[config.mk]
export PLATFORM = sky130hd
export DESIGN_NAME = rgb_plane_splitter
export DESIGN_NICKNAME = d
export VERILOG_FILES = /design/src/rtl/rps_pkg.sv /design/src/rtl/rps_collector.sv /design/src/rtl/rps_sequencer.sv /design/src/rtl/rps_extract.sv /design/src/rtl/rgb_plane_splitter.sv
export SDC_FILE = /design/constraint.sdc
export NUM_CORES = 1
export LEC_CHECK = 0
export BUFFER_PORTS_ARGS = -buffer_cell sky130_fd_sc_hd__buf_2
export CELL_PAD_IN_SITES_DETAIL_PLACEMENT = 0
export CELL_PAD_IN_SITES_GLOBAL_PLACEMENT = 2
export CORE_MARGIN = 5
export CORE_UTILIZATION = 45
export DETAILED_ROUTE_END_ITERATION = 10
export GPL_ROUTABILITY_DRIVEN = 0
export PLACE_DENSITY = 0.82
export SLEW_MARGIN = 40
export SYNTH_ARGS = -nofsm -noshare
export SYNTH_HDL_FRONTEND = slang
export SYNTH_SLANG_ARGS = --single-unit
export TNS_END_PERCENT = 5
[constraint.sdc]
create_clock -name clk -period 4.7 [get_ports clk]
set_input_delay 0.705 -clock clk [delete_from_list [all_inputs] [get_ports clk]]
set_output_delay 0.705 -clock clk [all_outputs]
set_load 0.02 [all_outputs]
[src/rtl/rps_pkg.sv]
package rps_pkg;
    localparam int NCOL = 3;

    typedef enum logic [0:0] {
        SEQ_IDLE = 1'b0,
        SEQ_EMIT = 1'b1
    } seq_state_e;
endpackage

[src/rtl/rps_collector.sv]
module rps_collector
    import rps_pkg::*;
#(
    parameter int GRP  = 8,
    parameter int CH_W = 8
) (
    input  logic                      clk,
    input  logic                      rst_n,
    input  logic                      pix_valid,
    input  logic [NCOL*CH_W-1:0]      pix_data,
    output logic                      group_done,
    output logic [GRP*NCOL*CH_W-1:0]  group_flat
);
    localparam int PIX_W = NCOL * CH_W;
    localparam int CNT_W = (GRP > 2) ? $clog2(GRP) : 1;
    localparam logic [CNT_W-1:0] LAST = CNT_W'(GRP - 1);

    logic [CNT_W-1:0] fill_cnt;
    logic [PIX_W-1:0] slot [GRP-1];

    always_ff @(posedge clk) begin
        if (!rst_n) begin
            fill_cnt <= '0;
        end else if (pix_valid) begin
            if (fill_cnt == LAST) begin
                fill_cnt <= '0;
            end else begin
                fill_cnt <= fill_cnt + 1'b1;
            end
        end
    end

    assign group_done = pix_valid && (fill_cnt == LAST);

    for (genvar k = 0; k < GRP - 1; k++) begin : g_slot
        always_ff @(posedge clk) begin
            if (!rst_n) begin
                slot[k] <= '0;
            end else if (pix_valid && (fill_cnt == CNT_W'(k))) begin
                slot[k] <= pix_data;
            end
        end
        assign group_flat[k*PIX_W +: PIX_W] = slot[k];
    end

    assign group_flat[(GRP-1)*PIX_W +: PIX_W] = pix_data;
endmodule

[src/rtl/rps_sequencer.sv]
module rps_sequencer
    import rps_pkg::*;
#(
    parameter int CH_W = 8
) (
    input  logic                  clk,
    input  logic                  rst_n,
    input  logic                  group_done,
    output logic                  emit,
    output logic [$clog2(CH_W)-1:0] weight
);
    localparam int WGT_W = $clog2(CH_W);
    localparam logic [WGT_W-1:0] TOP = WGT_W'(CH_W - 1);

    seq_state_e state, state_nx;

    always_ff @(posedge clk) begin
        if (!rst_n) begin
            state <= SEQ_IDLE;
        end else begin
            state <= state_nx;
        end
    end

    always_comb begin
        state_nx = state;
        unique case (state)
            SEQ_IDLE: begin
                if (group_done) begin
                    state_nx = SEQ_EMIT;
                end
            end
            SEQ_EMIT: begin
                if ((weight == '0) && !group_done) begin
                    state_nx = SEQ_IDLE;
                end
            end
            default: state_nx = SEQ_IDLE;
        endcase
    end

    always_ff @(posedge clk) begin
        if (!rst_n) begin
            weight <= '0;
        end else if (group_done) begin
            weight <= TOP;
        end else if ((state == SEQ_EMIT) && (weight != '0)) begin
            weight <= weight - 1'b1;
        end
    end

    assign emit = (state == SEQ_EMIT);
endmodule

[src/rtl/rps_extract.sv]
module rps_extract
    import rps_pkg::*;
#(
    parameter int GRP  = 8,
    parameter int CH_W = 8
) (
    input  logic [GRP*NCOL*CH_W-1:0]  hold_flat,
    input  logic [$clog2(CH_W)-1:0]   weight,
    input  logic                      enable,
    output logic [NCOL*GRP-1:0]       word
);
    localparam int PIX_W = NCOL * CH_W;

    logic [NCOL*GRP-1:0] raw;

    for (genvar c = 0; c < NCOL; c++) begin : g_col
        for (genvar i = 0; i < GRP; i++) begin : g_pix
            logic [CH_W-1:0] field;
            assign field = hold_flat[i*PIX_W + c*CH_W +: CH_W];
            assign raw[c*GRP + i] = field[weight];
        end
    end

    assign word = enable ? raw : '0;
endmodule

[src/rtl/rgb_plane_splitter.sv]
module rgb_plane_splitter
    import rps_pkg::*;
#(
    parameter int GRP  = 8,
    parameter int CH_W = 8
) (
    input  logic                      clk,
    input  logic                      rst_n,
    input  logic                      pix_valid,
    input  logic [NCOL*CH_W-1:0]      pix_data,
    output logic                      plane_valid,
    output logic [NCOL*GRP-1:0]       plane_word,
    output logic [$clog2(CH_W)-1:0]   plane_weight
);
    localparam int GRP_BITS = GRP * NCOL * CH_W;

    logic                   group_done;
    logic [GRP_BITS-1:0]    group_flat;
    logic [GRP_BITS-1:0]    hold_flat;
    logic                   emit;
    logic [$clog2(CH_W)-1:0] weight;

    rps_collector #(.GRP(GRP), .CH_W(CH_W)) u_collect (
        .clk        (clk),
        .rst_n      (rst_n),
        .pix_valid  (pix_valid),
        .pix_data   (pix_data),
        .group_done (group_done),
        .group_flat (group_flat)
    );

    always_ff @(posedge clk) begin
        if (!rst_n) begin
            hold_flat <= '0;
        end else if (group_done) begin
            hold_flat <= group_flat;
        end
    end

    rps_sequencer #(.CH_W(CH_W)) u_seq (
        .clk        (clk),
        .rst_n      (rst_n),
        .group_done (group_done),
        .emit       (emit),
        .weight     (weight)
    );

    rps_extract #(.GRP(GRP), .CH_W(CH_W)) u_extract (
        .hold_flat (hold_flat),
        .weight    (weight),
        .enable    (emit),
        .word      (plane_word)
    );

    assign plane_valid  = emit;
    assign plane_weight = weight;
endmodule

After elaboration in Yosys (flattened, before gate mapping). Memory sizes are Yosys's and may differ from the RTL's. A register that Yosys moved wholly into a read port is not among the register bits. Cells that the tools add are included.

Bits in registers: 199. Bits in latches: 0. Bits in writable memories: 168. Bits in read-only memories: 0. Bits of input ports: 27. Output and inout bits: 28. Memories kept: 1.

Memories: u_collect.slot (depth 7, bits a word 24, read ports 7, clocked after memory_dff 7, wr ports 7, line rps_collector.sv:19) `logic [PIX_W-1:0] slot [GRP-1];`.

$add $sub $neg: 2. $mul: 0. Div/mod/pow operators: 0. $lt $le $gt $ge: 1. Equal/unequal tests: 7. Shifts and indexed selects: 0. Multiplexer cells: 84. Bitwise logic cells: 8. Reductions and logical operators: 22.

Operators with widths (number): two-way mux 24 bit (8); binary-select mux 1 bit (select 3 bit) (24); two-way mux 1 bit (48); equality test 3 bit (second input constant) (4); logical AND 1 bit (10); two-way mux 3 bit (3); logical NOT 1 bit (8); bitwise OR 1 bit (7); equality test 3 x 2 -> 1 bit (second input constant) (2); logical NOT 3 bit (2); < comparator 3 x 4 -> 1 bit (second input constant) (1); adder 3 x 1 -> 3 bit (second input constant) (1); equality test 3 x 1 -> 1 bit (second input constant) (1); nonzero test 3 bit (1); subtractor 3 x 1 -> 3 bit (second input constant) (1); case mux 1 bit (2 select lines) (1); nonzero test 2 bit (1); NOT 1 bit (1).

Logic depth before layout (Yosys ltp). Gate-level depths: netlist of run 1.

Depth after elaboration: 6. Depth in mapped cells: 8. Gate-level depth less buffers: 5.

Cells and area by module. From an unflattened synthesis of run 1, not the netlist that was laid out.

Cells, all modules: 1226. Area total of the unflattened synthesis: 16199.3 um^2.

Modules (own cells, without submodules): rgb_plane_splitter (instances 1, cells each 619, area each 7463.4 um^2, sequential area each 3843.7 um^2); rps_collector (instances 1, cells each 421, area each 6729.0 um^2, sequential area each 5104.9 um^2); rps_extract (instances 1, cells each 166, area each 1794.2 um^2, sequential area each 0.0 um^2); rps_sequencer (instances 1, cells each 20, area each 212.7 um^2, sequential area each 80.1 um^2).

Worst setup path before layout of run 1. Ideal clock, no wire load.

Path type: register to output. Start: reg u_seq.weight[0]. End: out plane_word[10]. Arrival: 1.512 ns. Slack: 2.483 ns. Cell stages (with the launch flop): 6. Cells stage by stage: dfxtp_1 > buf_6 > buf_8 > mux4_2 > mux2i_1 > nor2_1.

Longest elaborated chain between the ends: 3.

Ends and longest elaborated chain: from (decl) (line rps_sequencer.sv:10) `output logic [$clog2(CH_W)-1:0] weight`; from (signal assigned) (line rps_sequencer.sv:48) `weight <= weight - 1'b1;`; binary-select mux 1 bit (select 3 bit) (line rps_extract.sv:20) `assign raw[c*GRP + i] = field[weight];`; two-way mux 1 bit (implied by the code) (line rps_extract.sv:20); two-way mux 24 bit (line rps_extract.sv:24) `assign word = enable ? raw : '0;`; to (decl) (line rgb_plane_splitter.sv:12) `output logic [NCOL*GRP-1:0] plane_word,`.

No other way between the ends. The select of a mux whose other input is x is not followed.

Worst setup path after layout of run 1.
Start: reg u_seq.weight[0]. End: out plane_word[20].

The elaborated chain is that of the path after synthesis.

==> impl_metrics.env, run 1 <==
export IMPL_grt_max_degree=107
export IMPL_io_buffers=54
export IMPL_ys_seq_area_share_pct=60.9
export IMPL_dp_slack_ns=1.75
export IMPL_syn_cell_area_um2=14800
export IMPL_finalCriticalPeriod_ns=3.42
export IMPL_tightest_slew_ns=0.798
export IMPL_dp_hpwl_um=20300
export IMPL_synth_ff_latch_count=367
export IMPL_hp_start="hold_flat[155]"
export IMPL_cpPeakStageDelay_ns=0.78
export IMPL_critPathSlowestCell="dfxtp_4"
export IMPL_reg2reg_depth=6
export IMPL_power_per_cell_area_nw_per_um2=408
export IMPL_antenna_found_initial=7
export IMPL_drt_total_wl_um=36900
export IMPL_clock_root_buffer="clkbuf_16"
export IMPL_coreArea_um2=32500
export IMPL_drt_vias_per_instance=5.14
export IMPL_cap_violations=0
export IMPL_setup_tns_ns=0
export IMPL_die_x_um=191
export IMPL_cts_tree="done"
export IMPL_postCtsSetupBuffers=0
export IMPL_gr_total_overflow=0
export IMPL_rows=66
export IMPL_syn_avg_cell_area_um2=10.9
export IMPL_clock_skew_ns=0.0169
export IMPL_path_buf_inv=2
export IMPL_required_ns=3.99
export IMPL_ir_drop_mv=0.216
export IMPL_h_tree_depth=2
export IMPL_r2r_end="hold_flat[72]"
export IMPL_critical_path_top_delay_family="flip-flops"
export IMPL_path_class="reg -> out"
export IMPL_end_kind="primary output"
export IMPL_hp_class="reg -> reg"
export IMPL_timing_final_ws_setup_ns=1.28
export IMPL_finalHoldViolations=0
export IMPL_drc=0
export IMPL_synth_main_ff_cell="dfxtp_1"
export IMPL_clkLatencyLatePin_ns=0.52
export IMPL_rsz0062_at_grt="no"
export IMPL_setup_viol=0
export IMPL_dr_first_iter_drc_count=747
export IMPL_grt_pass1_vias=9127
export IMPL_status="completed"
export IMPL_start_util_pct=45.5
export IMPL_die_h_um=191
export IMPL_ios=55
export IMPL_ys_types=30
export IMPL_areaGrowthSynthToFinish_pct=12.0
export IMPL_finalNetCount=1409
export IMPL_synth_edff_count=168
export IMPL_p_leak_nw=5.68
export IMPL_antenna_left=0
export IMPL_ctsResizeCount=0
export IMPL_crit_chain="buf_4 -> mux4_2 -> mux2i_1 -> nor2_1 -> buf_2"
export IMPL_cp_max_fo=29
export IMPL_r2r_start="u_collect.fill_cnt[0]"
export IMPL_grt_pass1_wl_um=56100
export IMPL_whs_path_depth=2
export IMPL_layout_drive_gt1_share_pct=13.3
export IMPL_numCtsBuffers=40
export IMPL_syn_inst=1363
export IMPL_synth_nets=1398
export IMPL_max_slew_margin_pct=46.8
export IMPL_drt_pass1_iterations=5
export IMPL_clkSlewWorstSetupHoldPaths_ns=0.06
export IMPL_r2r_setup_slack_ns=2.28
export IMPL_final_max_slew_viol_count=0
export IMPL_yosys_warnings=0
export IMPL_cp_arrival_ns=2.72
export IMPL_fmax_ghz=0.292
export IMPL_finalCritPeriodShare_pct=72.8
export IMPL_dieArea_um2=36700
export IMPL_clock_sinks=367
export IMPL_startpoint_type="flop"
export IMPL_grtUsageTotal_pct=20.3
export IMPL_ctsHoldBuffers=0
export IMPL_post_drt_wl_per_cell_um=19.9
export IMPL_cts_buffer_depth=3
export IMPL_min_to="hold_flat[155]"
export IMPL_ys_async_sr_fraction_pct=0
export IMPL_via_count=9512
==> metal layers <==
metal  global-route usage (%)  share of wire [%]  vias to the layer above
met2                     33.5                 47                      191
li1                         -                  -                     4630
met1                     28.9                 46                     4648
met4                     4.14                1.5                        2
met5                        0              0.024                        -
met3                     3.05                5.0                       41
==> layout by cell type, fill, tap and decap left out, types with 3 or more instances in the layout <==
| master | count |
|---|---|
| nand2_1 | 389 |
| dfxtp_1 | 196 |
| a21oi_1 | 192 |
| and2_1 | 169 |
| edfxtp_1 | 168 |
| buf_2 | 54 |
| mux4_2 | 48 |
| clkbuf_16 | 42 |
| nor2_1 | 30 |
| mux2i_1 | 26 |
| clkbuf_1 | 17 |
| buf_4 | 11 |
| clkbuf_8 | 9 |
| ha_1 | 8 |
| inv_1 | 6 |
| and3_2 | 4 |
| a21o_2 | 3 |
| nand2_2 | 3 |
| o21ai_0 | 3 |
==> where the power goes <==
part	leakage [nW]	switching (W)	internal, W	total, W
clock	0.641	0.00122	0.00190	0.00312
sequential	3.36	0.0000241	0.00342	0.00345
combinational	1.68	0.000163	0.0000361	0.000199
==> area by class of cell <==
| type | instances | area, um2 |
|---|---|---|
| Fill cell | 3042 | 15900 |
| Antenna cell | 2 | 5.00 |
| Clock inverter | 5 | 83.8 |
| Timing Repair Buffer | 68 | 412 |
| Inverter | 7 | 33.8 |
| Multi-Input combinational cell | 890 | 5240 |
| Clock buffer | 68 | 1240 |
| Tap cell | 442 | 553 |
| Sequential cell | 367 | 9040 |
==> synthesized netlist by cell type, types with 2 or more instances <==
master,instances,share of area (%)
buf_2,27,0.91
a21oi_1,192,6.5
dfxtp_1,199,27
edfxtp_1,168,34
or3_1,2,0.084
and3_1,6,0.25
clkbuf_1,39,0.99
mux4_2,48,7.3
inv_1,7,0.18
mux2i_1,26,1.8
nor2_1,30,0.76
buf_6,2,0.15
buf_4,17,0.86
clkbuf_2,10,0.34
o21ai_0,3,0.10
and2_1,170,7.2
a31oi_1,2,0.084
a21o_1,3,0.15
buf_12,3,0.41
ha_1,8,0.68
nand2_1,392,9.9
==> worst max-delay path by stage <==
stage / start / end / slack [ns] / cells past startpoint
global route: u_seq.weight[0] / plane_word[20] / 1.11 / 5
floorplan: u_seq.weight[0] / plane_word[10] / 2.48 / 5
detailed placement: u_seq.weight[0] / plane_word[20] / 1.75 / 5
CTS: u_seq.weight[0] / plane_word[20] / 1.21 / 5
finish: u_seq.weight[0] / plane_word[20] / 1.28 / 5
global placement: u_seq.weight[0] / plane_word[20] / 1.74 / 5
==> flip-flops by register name, summed over array words and instances (netlist names) <==
name and flops:
u_seq.weight 3, hold_flat 192, u_collect.slot 168, u_collect.fill_cnt 3
u_seq.emit 1
==> worst register-to-register path: cells and delay by family (launching register included) <==
family	cells	cell delay, ns
and+or+nand+nor	2	0.84
adders and majority gates	2	0.51
buffers and inverters	1	0.47
DFF	1	0.40
AOI/OAI and AO/OA	1	0.13
==> logic make-up (layout without fill, tap and decap cells) <==
kind of cell | Yosys count | count (layout) | share of synthesized area, %
buffers and inverters | 106 | 148 | 3.93
AOI/OAI and AO/OA | 202 | 202 | 6.92
adders and majority gates | 8 | 8 | 0.675
muxes | 74 | 74 | 9.05
other | 0 | 2 | 0
DFF | 367 | 367 | 60.9
and+or+nand+nor | 606 | 606 | 18.5
==> stage by stage <==
step	power [W]	instances	hold slack [ns]	cell area, um2	util [%]
final	0.00677	1849	0.451	16600	51.0
after global routing	0.00700	1847	0.467	16600	51.0
after CTS	0.00683	1847	0.451	16600	51.0
after detailed placement	0.00372	1774	0.443	15300	46.9
after global placement	0.00372	1773	0.439	15200	46.8
after floorplan	0.00361	1363	0.433	14800	-
Power figures use the tool's default switching activity.
==> inputs of run 2 (changes only) <==
--- a/config.mk
+++ b/config.mk
@@ -9,10 +9,10 @@
 export CELL_PAD_IN_SITES_DETAIL_PLACEMENT = 0
 export CELL_PAD_IN_SITES_GLOBAL_PLACEMENT = 2
 export CORE_MARGIN = 5
-export CORE_UTILIZATION = 45
+export CORE_UTILIZATION = 41
 export DETAILED_ROUTE_END_ITERATION = 10
 export GPL_ROUTABILITY_DRIVEN = 0
-export PLACE_DENSITY = 0.82
+export PLACE_DENSITY = 0.75
 export SLEW_MARGIN = 40
 export SYNTH_ARGS = -nofsm -noshare
 export SYNTH_HDL_FRONTEND = slang
==> constraint.sdc (replaced) <==
create_clock -name clk -period 3.2 [get_ports clk]
set_input_delay 0.48 -clock clk [delete_from_list [all_inputs] [get_ports clk]]
set_output_delay 0.48 -clock clk [all_outputs]
set_load 0.02 [all_outputs]
==> impl_metrics.env, run 2 (synthesis gave the netlist of run 1 again) <==
export IMPL_gr_total_overflow=0
export IMPL_clock_sinks=367
export IMPL_hp_class="in -> reg"
export IMPL_startpoint_type="flop"
export IMPL_die_x_um=200
export IMPL_ctsHoldBuffers=0
export IMPL_path_class="reg -> out"
export IMPL_ir_drop_mv=0.359
export IMPL_power_total_w=0.00984
export IMPL_drc=0
export IMPL_largest_reg_flops=192
export IMPL_h_tree_depth=2
export IMPL_finalHoldViolations=0
export IMPL_clkLatencyLatePin_ns=0.52
export IMPL_tightest_slew_ns=0.825
export IMPL_grt_max_degree=111
export IMPL_final_max_slew_viol_count=0
export IMPL_dieArea_um2=40000
export IMPL_cts_tree="done"
export IMPL_clkSlewWorstSetupHoldPaths_ns=0.06
export IMPL_drt_total_wl_um=38200
export IMPL_drt_vias_per_instance=5.13
export IMPL_end_kind="primary output"
export IMPL_grtUsageTotal_pct=19.1
export IMPL_clock_skew_ns=0.00785
export IMPL_rsz0062_at_grt="no"
export IMPL_setup_tns_ns=0
export IMPL_ctsResizeCount=0
export IMPL_grt_pass1_vias=9699
export IMPL_areaGrowthSynthToFinish_pct=12.5
export IMPL_rows=69
export IMPL_io_buffers=54
export IMPL_finalCriticalPeriod_ns=2.84
export IMPL_status="completed"
export IMPL_setup_viol=0
export IMPL_cp_max_fo=17
export IMPL_max_slew_margin_pct=45.0
export IMPL_postCtsSetupBuffers=0
export IMPL_cts_buffer_depth=3
export IMPL_dp_hpwl_um=21200
export IMPL_fmax_ghz=0.353
export IMPL_p_leak_nw=5.73
export IMPL_coreArea_um2=35700
export IMPL_layout_drive_gt1_share_pct=13.6
export IMPL_post_drt_wl_per_cell_um=20.3
export IMPL_power_per_cell_area_nw_per_um2=590
export IMPL_clock_root_buffer="clkbuf_16"
export IMPL_finalCritPeriodShare_pct=88.6
export IMPL_start_util_pct=41.6
export IMPL_antenna_left=0
export IMPL_numCtsBuffers=41
export IMPL_nFillCells=3396
export IMPL_via_count=9630
export IMPL_antenna_found_initial=3
export IMPL_drt_pass1_iterations=6
export IMPL_reg2reg_depth=6
export IMPL_ios=55
export IMPL_cap_violations=0
export IMPL_die_h_um=200
export IMPL_final_cell_mix="392 x nand2_1, 196 x dfxtp_1, 192 x a21oi_1"
export IMPL_dr_first_iter_drc_count=691
export IMPL_grt_pass1_wl_um=59400
export IMPL_whs_path_depth=3
export IMPL_top_register="hold_flat"
export IMPL_required_ns=2.72
export IMPL_final_common_cell="nand2_1"
export IMPL_cp_arrival_ns=2.36
export IMPL_finalNetCount=1421
export IMPL_reg_top3="hold_flat x192, u_collect.slot x168"
## run 2: cell count changes in the layout (fill, tap and decap cells not counted), moves of 2 or more
cell / delta
nand2_1: +3
a21o_2: -3
and3_1: +3
buf_12: +5
clkbuf_1: -7
clkinv_1: +3
and3_2: -3
clkinv_2: +6
a21o_1: +3
clkbuf_8: -2
buf_4: +8
nand2_2: -3
## run 2: final cells by class
type	instances	area, um2	share of cell area [%]
flip-flops and latches	367	9030	54.2
well taps	461	577	3.46
repair buffers	79	533	3.20
clock buffers	58	1160	6.96
clock inverters	13	109	0.653
multi-input cells	890	5230	31.3
diodes	2	5.00	0.0300
inverters	7	31.3	0.188
## run 2: through the flow
stage / instances / utilization [%] / hold slack (ns) / worst slack, ns / instance area [um2]
after global placement: 1804 / 43.2 / 0.438 / 0.837 / 15400
after floorplan: 1363 / - / 0.433 / 1.21 / 14800
after CTS: 1875 / 46.8 / 0.344 / 0.283 / 16700
final: 1877 / 46.8 / 0.357 / 0.365 / 16700
after global routing: 1875 / 46.8 / 0.361 / 0.184 / 16700
after detailed placement: 1804 / 43.2 / 0.443 / 0.843 / 15400
## run 2: power by group
group / internal, W / total, W / switching [W]
clock: 0.00267 / 0.00447 / 0.00180
combinational: 0.0000619 / 0.000307 / 0.000246
sequential: 0.00503 / 0.00506 / 0.0000345
## run 2: path summary, 6_finish.rpt
check                           slack [ns]             end             startpoint
worst min-delay path                  0.36  hold_flat[172]            pix_data[4]
worst max-delay path                  0.36  plane_word[19]        u_seq.weight[0]
worst min register to register        0.45  hold_flat[190]         hold_flat[190]
worst max register to register        0.92   hold_flat[20]  u_collect.fill_cnt[0]
## run 2: worst max-delay path, stage by stage, from the launching register on
cell,delay (ns)
dfxtp_4,0.58
buf_4,0.29
mux4_2,0.52
mux2i_1,0.15
nor2_1,0.08
buf_2,0.19
## run 2: layer usage
metal / global-route usage, % / wire, um
met2: 32.4 / 18400
met3: 2.80 / 1400
met4: 4.48 / 797
met1: 26.0 / 17600
met5: 0 / 0
==> inputs of run 3 (changes only) <==
--- a/config.mk
+++ b/config.mk
@@ -12,7 +12,7 @@
 export CORE_UTILIZATION = 41
 export DETAILED_ROUTE_END_ITERATION = 10
 export GPL_ROUTABILITY_DRIVEN = 0
-export PLACE_DENSITY = 0.75
+export PLACE_DENSITY = 0.81
 export SLEW_MARGIN = 40
 export SYNTH_ARGS = -nofsm -noshare
 export SYNTH_HDL_FRONTEND = slang
==> impl_metrics.env, run 3 (synthesis gave the netlist of run 1 again) <==
export IMPL_largest_reg_flops=192
export IMPL_power_per_cell_area_nw_per_um2=596
export IMPL_drt_pass1_iterations=5
export IMPL_gr_total_overflow=0
export IMPL_whs_path_depth=2
export IMPL_ctsHoldBuffers=0
export IMPL_finalCriticalPeriod_ns=2.85
export IMPL_clkLatencyLatePin_ns=0.53
export IMPL_ir_drop_mv=0.390
export IMPL_clkSlewWorstSetupHoldPaths_ns=0.06
export IMPL_post_drt_wl_per_cell_um=19.8
export IMPL_grt_pass1_wl_um=57600
export IMPL_hp_start="pix_valid"
export IMPL_ios=55
export IMPL_r2r_end="hold_flat[148]"
export IMPL_grt_pass1_vias=9600
export IMPL_rows=69
export IMPL_rsz0062_at_grt="no"
export IMPL_layout_drive_gt1_share_pct=14.4
export IMPL_startpoint_type="flop"
export IMPL_antenna_left=0
export IMPL_finalNetCount=1420
export IMPL_dr_first_iter_drc_count=706
export IMPL_setup_viol=0
export IMPL_coreArea_um2=35700
export IMPL_ctsResizeCount=0
export IMPL_clock_skew_ns=0.0177
export IMPL_final_max_slew_viol_count=0
export IMPL_dieArea_um2=40000
export IMPL_drc=0
export IMPL_max_slew_margin_pct=48.3
export IMPL_hp_class="in -> reg"
export IMPL_fmax_ghz=0.351
export IMPL_final_common_cell="nand2_1"
export IMPL_die_h_um=200
export IMPL_reg2reg_depth=6
export IMPL_io_buffers=54
export IMPL_reg_top3="hold_flat x192, u_collect.slot x168"
export IMPL_drt_total_wl_um=37100
export IMPL_areaGrowthSynthToFinish_pct=12.8
export IMPL_via_count=9711
export IMPL_r2r_setup_slack_ns=0.96
export IMPL_cts_buffer_depth=3
export IMPL_h_tree_depth=2
export IMPL_dp_hpwl_um=21100
export IMPL_r2r_start="u_collect.fill_cnt[0]"
export IMPL_top_register="hold_flat"
export IMPL_cp_arrival_ns=2.37
export IMPL_finalHoldViolations=0
export IMPL_clock_root_buffer="clkbuf_16"
export IMPL_grtUsageTotal_pct=18.2
export IMPL_final_cell_mix="392 x nand2_1, 196 x dfxtp_1, 192 x a21oi_1"
export IMPL_cp_max_fo=17
export IMPL_place_area_um2=15400
export IMPL_grt_max_degree=147
export IMPL_antenna_found_initial=8
export IMPL_finalCritPeriodShare_pct=89.0
export IMPL_numCtsBuffers=40
export IMPL_path_class="reg -> out"
export IMPL_start_util_pct=41.6
export IMPL_cap_violations=0
export IMPL_cts_tree="done"
export IMPL_die_x_um=200
export IMPL_drt_vias_per_instance=5.17
export IMPL_tightest_slew_ns=0.776
export IMPL_end_kind="primary output"
export IMPL_clock_sinks=367
export IMPL_status="completed"
export IMPL_setup_tns_ns=0
export IMPL_required_ns=2.72
export IMPL_p_leak_nw=5.75
export IMPL_min_to="u_collect.fill_cnt[2]"
export IMPL_final_area_um2=16700
==> run 3: cell count changes in the layout (fill, tap and decap cells not counted), moves of 2 or more <==
cell	previous run	this run
clkinv_1	5	0
clkinv_2	6	10
clkinvlp_4	0	3
and3_1	5	3
and3_2	1	3
buf_12	6	4
buf_4	19	21
clkbuf_1	10	8
inv_6	1	3
==> run 3: per-layer routing <==
metal | GRT usage [%] | part of all wire (%) | vias up
li1 | - | - | 4649
met2 | 31.0 | 49 | 235
met5 | 0 | 0 | -
met1 | 24.9 | 43 | 4766
met4 | 4.65 | 2.6 | 0
met3 | 2.51 | 5.4 | 61
==> run 3: cell type report <==
type	instances	area, um2
antenna	1	2.50
clock buffer	57	1180
clock inverter	17	150
fill	3378	18900
inverter	7	31.3
multi-input combinational	890	5240
sequential	367	9030
tap	461	577
timing repair buffer	79	508
==> run 3: timing repair <==
item,4_1_cts,5_1_grt
endpoints found under the hold margin,0,0
setup endpoints to repair,0,9
setup buffers,0,1
==> run 3: worst max-delay path by stage <==
stage / endpoint / slack [ns] / start / cells past startpoint
final: plane_word[15] / 0.35 / u_seq.weight[0] / 5
after global routing: plane_word[21] / 0.16 / u_seq.weight[0] / 5
after CTS: plane_word[15] / 0.009 / u_seq.weight[0] / 5
after detailed placement: plane_word[15] / 0.56 / u_seq.weight[0] / 5
after global placement: plane_word[15] / 0.60 / u_seq.weight[0] / 5
after floorplan: plane_word[10] / 1.21 / u_seq.weight[0] / 5
==> run 3: per-stage QoR <==
stage	std cells	hold WS, ns	worst slack (ns)	util [%]	power (W)
2_1_floorplan	1363	0.433	1.21	-	0.00530
3_3_place_gp	1803	0.439	0.599	43.1	0.00546
3_5_place_dp	1803	0.445	0.563	43.1	0.00547
4_1_cts	1877	0.335	0.00897	46.8	0.0100
5_1_grt	1878	0.352	0.156	46.9	0.0103
6_report	1879	0.354	0.352	46.9	0.00996
==> run 3: critical path, cell delays in order (launching register included) <==
cell,delay [ns]
dfxtp_4,0.61
buf_4,0.30
mux4_2,0.52
mux2i_1,0.19
nor2_1,0.06
buf_2,0.16
==> run 3: power breakdown <==
part	total (W)	internal, W	leakage, nW	switching (W)
logic	0.000299	0.0000595	1.74	0.000239
registers	0.00506	0.00503	3.36	0.0000361
clock network	0.00460	0.00274	0.654	0.00186
